--- src/rtl/dbgevt_pkg.sv ---
package dbgevt_pkg;
  typedef enum logic [2:0] {
    A_ENLO = 3'd0,
    A_ENHI = 3'd1,
    A_HCTL = 3'd2,
    A_STAT = 3'd3,
    A_SETR = 3'd4,
    A_MST  = 3'd5
  } regAddrE;

  typedef struct packed {
    logic wrEnLo;
    logic wrEnHi;
    logic wrHctl;
    logic wrStat;
    logic wrSet;
    logic wrDe;
  } strobeT;
endpackage

--- src/rtl/dbgevt_ctrl.sv ---
module dbgevt_ctrl
  import dbgevt_pkg::*;
(
  input  logic       regWr,
  input  logic [2:0] regAddr,
  input  logic       coreGs,
  input  logic       corePr,
  input  logic       deProt,
  output strobeT     stb
);
  logic isHyp;
  logic deBlocked;

  assign isHyp     = !coreGs && !corePr;
  assign deBlocked = coreGs && deProt;

  always_comb begin
    stb        = '0;
    stb.wrEnLo = regWr && (regAddr == A_ENLO);
    stb.wrEnHi = regWr && (regAddr == A_ENHI);
    stb.wrHctl = regWr && (regAddr == A_HCTL) && isHyp;
    stb.wrStat = regWr && (regAddr == A_STAT);
    stb.wrSet  = regWr && (regAddr == A_SETR) && isHyp;
    stb.wrDe   = regWr && (regAddr == A_MST) && !deBlocked;
  end
endmodule

--- src/rtl/dbgevt_dp.sv ---
module dbgevt_dp
  import dbgevt_pkg::*;
#(
  parameter int NUM_EVT = 8,
  parameter int LO_W    = 4,
  parameter int DW      = 8
) (
  input  logic               clk,
  input  logic               rstN,
  input  strobeT             stb,
  input  logic [DW-1:0]      wrData,
  input  logic [2:0]         regAddr,
  input  logic [NUM_EVT-1:0] evtIn,
  input  logic               coreGs,
  output logic [DW-1:0]      rdData,
  output logic               irqQ,
  output logic [NUM_EVT-1:0] statQ,
  output logic [NUM_EVT-1:0] enAll,
  output logic               deQ,
  output logic               hypOffQ,
  output logic               deProtQ
);
  localparam int HI_W = NUM_EVT - LO_W;

  logic [LO_W-1:0]    enLoQ;
  logic [HI_W-1:0]    enHiQ;
  logic [NUM_EVT-1:0] qualEvt;
  logic [NUM_EVT-1:0] setMask;
  logic [NUM_EVT-1:0] clrMask;
  logic [NUM_EVT-1:0] statNext;
  logic               stateOk;
  logic [DW-1:0]      rdNext;

  assign enAll   = {enHiQ, enLoQ};
  assign stateOk = !hypOffQ || coreGs;
  assign qualEvt = evtIn & enAll & {NUM_EVT{stateOk}};
  assign setMask = stb.wrSet  ? wrData[NUM_EVT-1:0] : '0;
  assign clrMask = stb.wrStat ? wrData[NUM_EVT-1:0] : '0;

  for (genvar i = 0; i < NUM_EVT; i++) begin : g_cell
    // a set source beats a clear on the same bit
    assign statNext[i] = qualEvt[i] || setMask[i] || (statQ[i] && !clrMask[i]);
  end

  always_ff @(posedge clk or negedge rstN) begin
    if (!rstN) begin
      enLoQ   <= '0;
      enHiQ   <= '0;
      hypOffQ <= 1'b0;
      deProtQ <= 1'b0;
      deQ     <= 1'b0;
      statQ   <= '0;
      irqQ    <= 1'b0;
      rdData  <= '0;
    end else begin
      if (stb.wrEnLo) enLoQ <= wrData[LO_W-1:0];
      if (stb.wrEnHi) enHiQ <= wrData[HI_W-1:0];
      if (stb.wrHctl) begin
        hypOffQ <= wrData[0];
        deProtQ <= wrData[1];
      end
      if (stb.wrDe) deQ <= wrData[0];
      statQ  <= statNext;
      irqQ   <= deQ && |(statQ & enAll);
      rdData <= rdNext;
    end
  end

  always_comb begin
    unique case (regAddr)
      A_ENLO:  rdNext = DW'(enLoQ);
      A_ENHI:  rdNext = DW'(enHiQ);
      A_HCTL:  rdNext = DW'({deProtQ, hypOffQ});
      A_STAT:  rdNext = DW'(statQ);
      A_MST:   rdNext = DW'(deQ);
      default: rdNext = '0;
    endcase
  end
endmodule

--- src/rtl/dbgevt_top.sv ---
module dbgevt_top
  import dbgevt_pkg::*;
#(
  parameter int NUM_EVT = 8,
  parameter int LO_W    = 4,
  parameter int DW      = 8
) (
  input  logic               clk,
  input  logic               rstN,
  input  logic [NUM_EVT-1:0] evtIn,
  input  logic               coreGs,
  input  logic               corePr,
  input  logic [2:0]         regAddr,
  input  logic               regWr,
  input  logic [DW-1:0]      regWData,
  output logic [DW-1:0]      regRData,
  output logic               dbgIrq
);
  strobeT             stb;
  logic [NUM_EVT-1:0] statQ;
  logic [NUM_EVT-1:0] enAll;
  logic               deQ;
  logic               hypOffQ;
  logic               deProtQ;

  dbgevt_ctrl u_ctrl (
    .regWr   (regWr),
    .regAddr (regAddr),
    .coreGs  (coreGs),
    .corePr  (corePr),
    .deProt  (deProtQ),
    .stb     (stb)
  );

  dbgevt_dp #(.NUM_EVT(NUM_EVT), .LO_W(LO_W), .DW(DW)) u_dp (
    .clk     (clk),
    .rstN    (rstN),
    .stb     (stb),
    .wrData  (regWData),
    .regAddr (regAddr),
    .evtIn   (evtIn),
    .coreGs  (coreGs),
    .rdData  (regRData),
    .irqQ    (dbgIrq),
    .statQ   (statQ),
    .enAll   (enAll),
    .deQ     (deQ),
    .hypOffQ (hypOffQ),
    .deProtQ (deProtQ)
  );
endmodule

--- config.mk ---
export PLATFORM = sky130hd
export DESIGN_NAME = dbgevt_top
export DESIGN_NICKNAME = d
export VERILOG_FILES = /design/src/rtl/dbgevt_pkg.sv /design/src/rtl/dbgevt_ctrl.sv /design/src/rtl/dbgevt_dp.sv /design/src/rtl/dbgevt_top.sv
export SDC_FILE = /design/constraint.sdc
export NUM_CORES = 1
export LEC_CHECK = 0
export BUFFER_PORTS_ARGS = -buffer_cell sky130_fd_sc_hd__buf_2
export CORE_UTILIZATION = 46
export DETAILED_ROUTE_END_ITERATION = 8
export PLACE_DENSITY_LB_ADDON = 0.12
export SLEW_MARGIN = 0
export SYNTH_ARGS = -nofsm -noshare
export SYNTH_HDL_FRONTEND = slang
export SYNTH_SLANG_ARGS = --single-unit
--- constraint.sdc ---
create_clock -name clk -period 1.1 [get_ports clk]
set_input_delay 0 -clock clk [delete_from_list [all_inputs] [get_ports clk]]
set_output_delay 0 -clock clk [all_outputs]
set_load 0.005 [all_outputs]
Word-level counts from Yosys, hierarchy flattened
Index checks and enable logic that the tools add are counted.
{"block": "word_totals", "register_bits": 28, "inputBits": 24, "output_inout_bits": 9, "word_cells": 70}
{"block": "classes", "n_eq_ne": 5, "mux": 3, "bitwise": 3, "n_reduce_logical": 51}
{"cell": "8-bit one-hot mux with 5 select lines", "count": 1}
{"cell": "8-bit AND", "count": 3}
{"cell": "1-bit logical AND", "count": 20}
{"cell": "1-bit logical OR", "count": 17}
{"cell": "8-bit two-way mux", "count": 2}
{"cell": "1-bit zero test", "count": 12}
{"cell": "8-bit OR reduction", "count": 1}
{"cell": "3-bit by 2-bit equality test with 1-bit output, second input constant", "count": 2}
{"cell": "3-bit equality test, second input constant", "count": 2}
{"cell": "3-bit by 1-bit equality test with 1-bit output, second input constant", "count": 1}
{"cell": "3-bit zero test", "count": 1}

Logic depth before layout (Yosys ltp)
{"block": "logic_depth", "depth_word": 6, "ltp_mapped": 4, "mapped_depth_nobuf": 3}

By module
A second synthesis with hierarchy kept.
{"block": "hier_totals", "hier_cells": 119, "area_unflattened_um2": 1297.5}
{"module": "dbgevt_dp", "instances": 1, "cells_each": 107, "area_per_inst_um2": 1231.2, "seq_area_each_um2": 700.7}
{"module": "dbgevt_ctrl", "instances": 1, "cells_each": 12, "area_per_inst_um2": 66.3, "seq_area_each_um2": 0.0}

Worst setup path after synthesis
No wires, ideal clock.
{"block": "synth_timing", "path_type": "register to register", "from": "register u_dp.enHiQ[1]", "to": "register u_dp.rdData[1]", "setup_time_ps": 118, "t_arrival_ps": 971, "required_ps": 982, "slack_ps": 11, "stages_incl_launch_ff": 3, "path_buffers": 0, "synth_period_minus_slack_ps": 1089, "cell_sequence": "dfrtp_1 > mux4_1 > nor2b_1"}
{"block": "synth_via", "elab_chain_len": 1}
{"item": "start: declaration", "line_no": "dbgevt_dp.sv:26", "rtl": "logic [HI_W-1:0] enHiQ;"}
{"item": "start signal: assignment", "line_no": "dbgevt_dp.sv:57", "rtl": "if (stb.wrEnHi) enHiQ <= wrData[HI_W-1:0];"}
{"item": "8-bit one-hot mux with 5 select lines", "line_no": "dbgevt_dp.sv:70", "rtl": "unique case (regAddr)"}
{"item": "via u_dp.rdNext[1]", "line_no": "dbgevt_dp.sv:32", "rtl": "logic [DW-1:0] rdNext;"}
{"item": "end signal: assignment", "line_no": "dbgevt_dp.sv:65", "rtl": "rdData <= rdNext;"}
{"item": "end: declaration", "line_no": "dbgevt_dp.sv:15", "rtl": "output logic [DW-1:0] rdData,"}
The timed path passes the listed nets, and every way through them passes these cells.
A chain may end at the register's enable or synchronous reset.

Worst setup path after layout
{"block": "layout_timing", "from": "register u_dp.hypOffQ", "to": "register u_dp.rdData[0]"}
{"block": "layout_via", "elab_chain_len": 1}
{"item": "start: declaration", "line_no": "dbgevt_dp.sv:20", "rtl": "output logic hypOffQ,"}
{"item": "start signal: assignment", "line_no": "dbgevt_dp.sv:59", "rtl": "hypOffQ <= wrData[0];"}
{"item": "8-bit one-hot mux with 5 select lines", "line_no": "dbgevt_dp.sv:70"}
{"item": "via u_dp.rdNext[0]", "line_no": "dbgevt_dp.sv:32"}
The timed path passes the listed nets, and every way through them passes these cells.

==> summary.txt <==
Synthesis
  • Avg Inst Size Synth: 12.7 um^2
  • Async S/R FF share, synth: 100%
  • Post-synth cell types: 28
  • Ys flop type: dfrtp_1
  • Yosys top cell area share: 53.1%
  • Largest cells by area after synthesis: dfrtp_1, a221o_1, mux2_2, mux2_1, and3_1
  • Mapped Cells: 104
  • Ys Warns: 0
  • Most common cell in the netlist: dfrtp_1
  • Seq/Total Area, Yosys: 53.1%
  • EDFF count, synth: 0
  • Post-synth design cell area: 1320 um^2
  • Synth area leader: dfrtp_1
  • Synth Register Bits: 28
  • Top cells by count, synth: dfrtp_1, nand2_1, a221o_1, and3_1, mux2_2
  • Syn Nets: 128

Detailed routing
  • Via/cell ratio: 5.66
  • # DRC: 0
  • Wire per inst: 16.5 um
  • Starting DRT DRC Count: 39
  • ANT nets after route: 0
  • Vias post-DR: 1099
  • DRT Pass-1 Iters: 4
  • Final wirelength: 3200 um

STA
  • RSZ-0062 raised after global routing: yes
  • Fin. Hold Viols: 0
  • Final setup vio count: 4
  • Slew HR: 59.0%
  • Tmin final: 1150 ps
  • Worst Skew: 3.87 ps
  • Period utilisation layout: 104%
  • Slew @ Worst Pin: 615 ps
  • Fmax: 872 MHz
  • Final Max Slew Viols: 0
  • Worst Setup Slack, final: -46.4 ps

GRT
  • Vias in the first global route: 1086
  • Global routing usage on met3: 2.58%
  • M1 GR Usage: 30.3%
  • First-pass GRT wire length: 5200 um
  • Largest net degree at the start of global routing: 29
  • Initial antenna violation count: 0
  • Gr usage total: 21.8%
  • Grt peak-use layer: met2
  • GRT overflow: 0
  • GR Util met2: 35.3%

Clock tree
  • CTS sink count: 28
  • Root Driver: clkbuf_4
  • Num CTS Buffers: 3
  • Clock Pin Slew Worst Setup and Hold Paths: 140 ps
  • Worst-skew pair later-pin latency: 320 ps
  • CTS tree: yes
  • Number of H-tree levels: 1
  • Clock Tree Buf Depth: 2

Outcome
  • Outcome: complete, but fails checks
  • Failing checks: negative setup slack

Setup path
  • CP arrival: 1360 ps
  • Required time of the critical path: 1320 ps
  • Setup crit end kind: flip-flop
  • Crit start category: flip-flop
  • Kind of critical path: flip-flop to flip-flop
  • Max FO, Critical Path: 2

Die
  • Site row count: 19
  • Total core area: 2730 um^2
  • Die width: 55.5 um
  • Die area: 3090 um^2
  • Initial core utilization: 48.2%
  • Vert. Die Dim: 55.5 um
  • IO Count: 33

Placed design
  • Hpwl dp: 2210 um
  • Routability cong.: 0.827
  • Setup WS pre-CTS: -42.5 ps
  • PortBufs: 32
  • Placed cells: 175

Cells and area
  • Ant. Diodes: 0
  • Fin cells: 194
  • Area delta synth->final: 34.3%
  • Final #Nets: 189
  • Util after Layout: 64.8%
  • Layout cells sized above 1: 40.5%

Pwr
  • PwrDens: 1350 nW/um^2
  • Worst IR Drop VDD: 0.000958 V
  • Leakage: 0.846 nW

Min path
  • Min-delay worst type: input pin to flip-flop

Job
  • Total of max-cap violations: 0
[cell usage in the layout (no fill, tap or decap), drive strengths merged]
cell type    instances
nand4b               1
dfrtp               28
a21oi                1
nor4bb               1
nor2b                1
nand2               10
dlygate4sd3         12
and4                 1
buf                 49
and2                 4
a41oi                1
nor4b                1
mux2i                2
and4b                1
a22oi                6
mux2                13
nand2b               1
and3                 8
inv                  1
a211o                1
mux4                 1
and4bb               1
nor3                 1
a221o                8
nor2                 5
clkbuf               3
nor3b                1
[sequential cells by signal, summed over array words and instances (netlist names)]
| register | count |
|---|---|
| u_dp.enHiQ | 4 |
| u_dp.hypOffQ | 1 |
| u_dp.irqQ | 1 |
| u_dp.statQ | 8 |
| u_dp.enLoQ | 4 |
| u_dp.deProtQ | 1 |
| u_dp.rdData | 8 |
| u_dp.deQ | 1 |
[per-layer routing]
metal	vias up	share of wire, %
met3	6	4.8
met4	0	1.2
met5	-	0
met2	46	48
li1	511	-
met1	536	46
[kinds of logic (layout without fill, tap and decap cells)]
logic type	after synthesis	in the layout	share of synthesized area [%]
flops	28	28	53.1
simple gates	37	37	17.5
compound gates	17	17	11.2
mux	16	16	14.6
buf+inv	6	65	3.60
[worst max-delay path: stages (launching register included)]
cell     delay, ps
dfrtp_1        430
buf_4          140
mux2i_1        160
nor3_1          70
a211o_1        250
[final cells by class]
type	count	area, um^2
fillers	211	962
flip-flops and latches	28	701
multi-input cells	70	594
repair buffers	61	412
well taps	31	38.8
clock buffers	3	22.5
inverters	1	3.75
[report_power, final]
group | total [mW] | internal, mW | switching, mW
registers | 1.32 | 1.19 | 0.127
logic | 0.655 | 0.398 | 0.257
clock network | 0.409 | 0.128 | 0.281
[final timing paths]
kind,start,endpoint,slack [ps],cells past startpoint
worst max-delay path,u_dp.hypOffQ,u_dp.rdData[0],-50,4
worst min-delay path,evtIn[7],u_dp.statQ[7],10,3
worst max register to register,u_dp.hypOffQ,u_dp.rdData[0],-50,4
worst min register to register,u_dp.deProtQ,u_dp.deProtQ,560,1
max in group asynchronous,rstN,u_dp.statQ[2],500,2
min in group asynchronous,rstN,u_dp.statQ[0],210,2
[through the flow]
| stage | hold slack (ps) | cell area, um^2 | TNS, ps | power [mW] |
|---|---|---|---|---|
| floorplan | -296 | 1320 | 0 | 1.60 |
| global placement | 38.4 | 1570 | -71.9 | 1.85 |
| detailed placement | 45.9 | 1570 | -342 | 1.87 |
| CTS | 3.81 | 1710 | -66.3 | 2.32 |
| global route | 13.4 | 1770 | -343 | 2.52 |
| finish | 11.6 | 1770 | -78.4 | 2.38 |
[timing repair]
item / CTS / global route
endpoints found under the setup margin: 10 / 13
hold endpoints to repair: 48 / 1
pin swaps: 1 / 0
buffers inserted: 1 / 3
hold buffers: 11 / 1
gates resized for setup: 3 / 5
No activity file was read; power rests on OpenSTA's default activity.
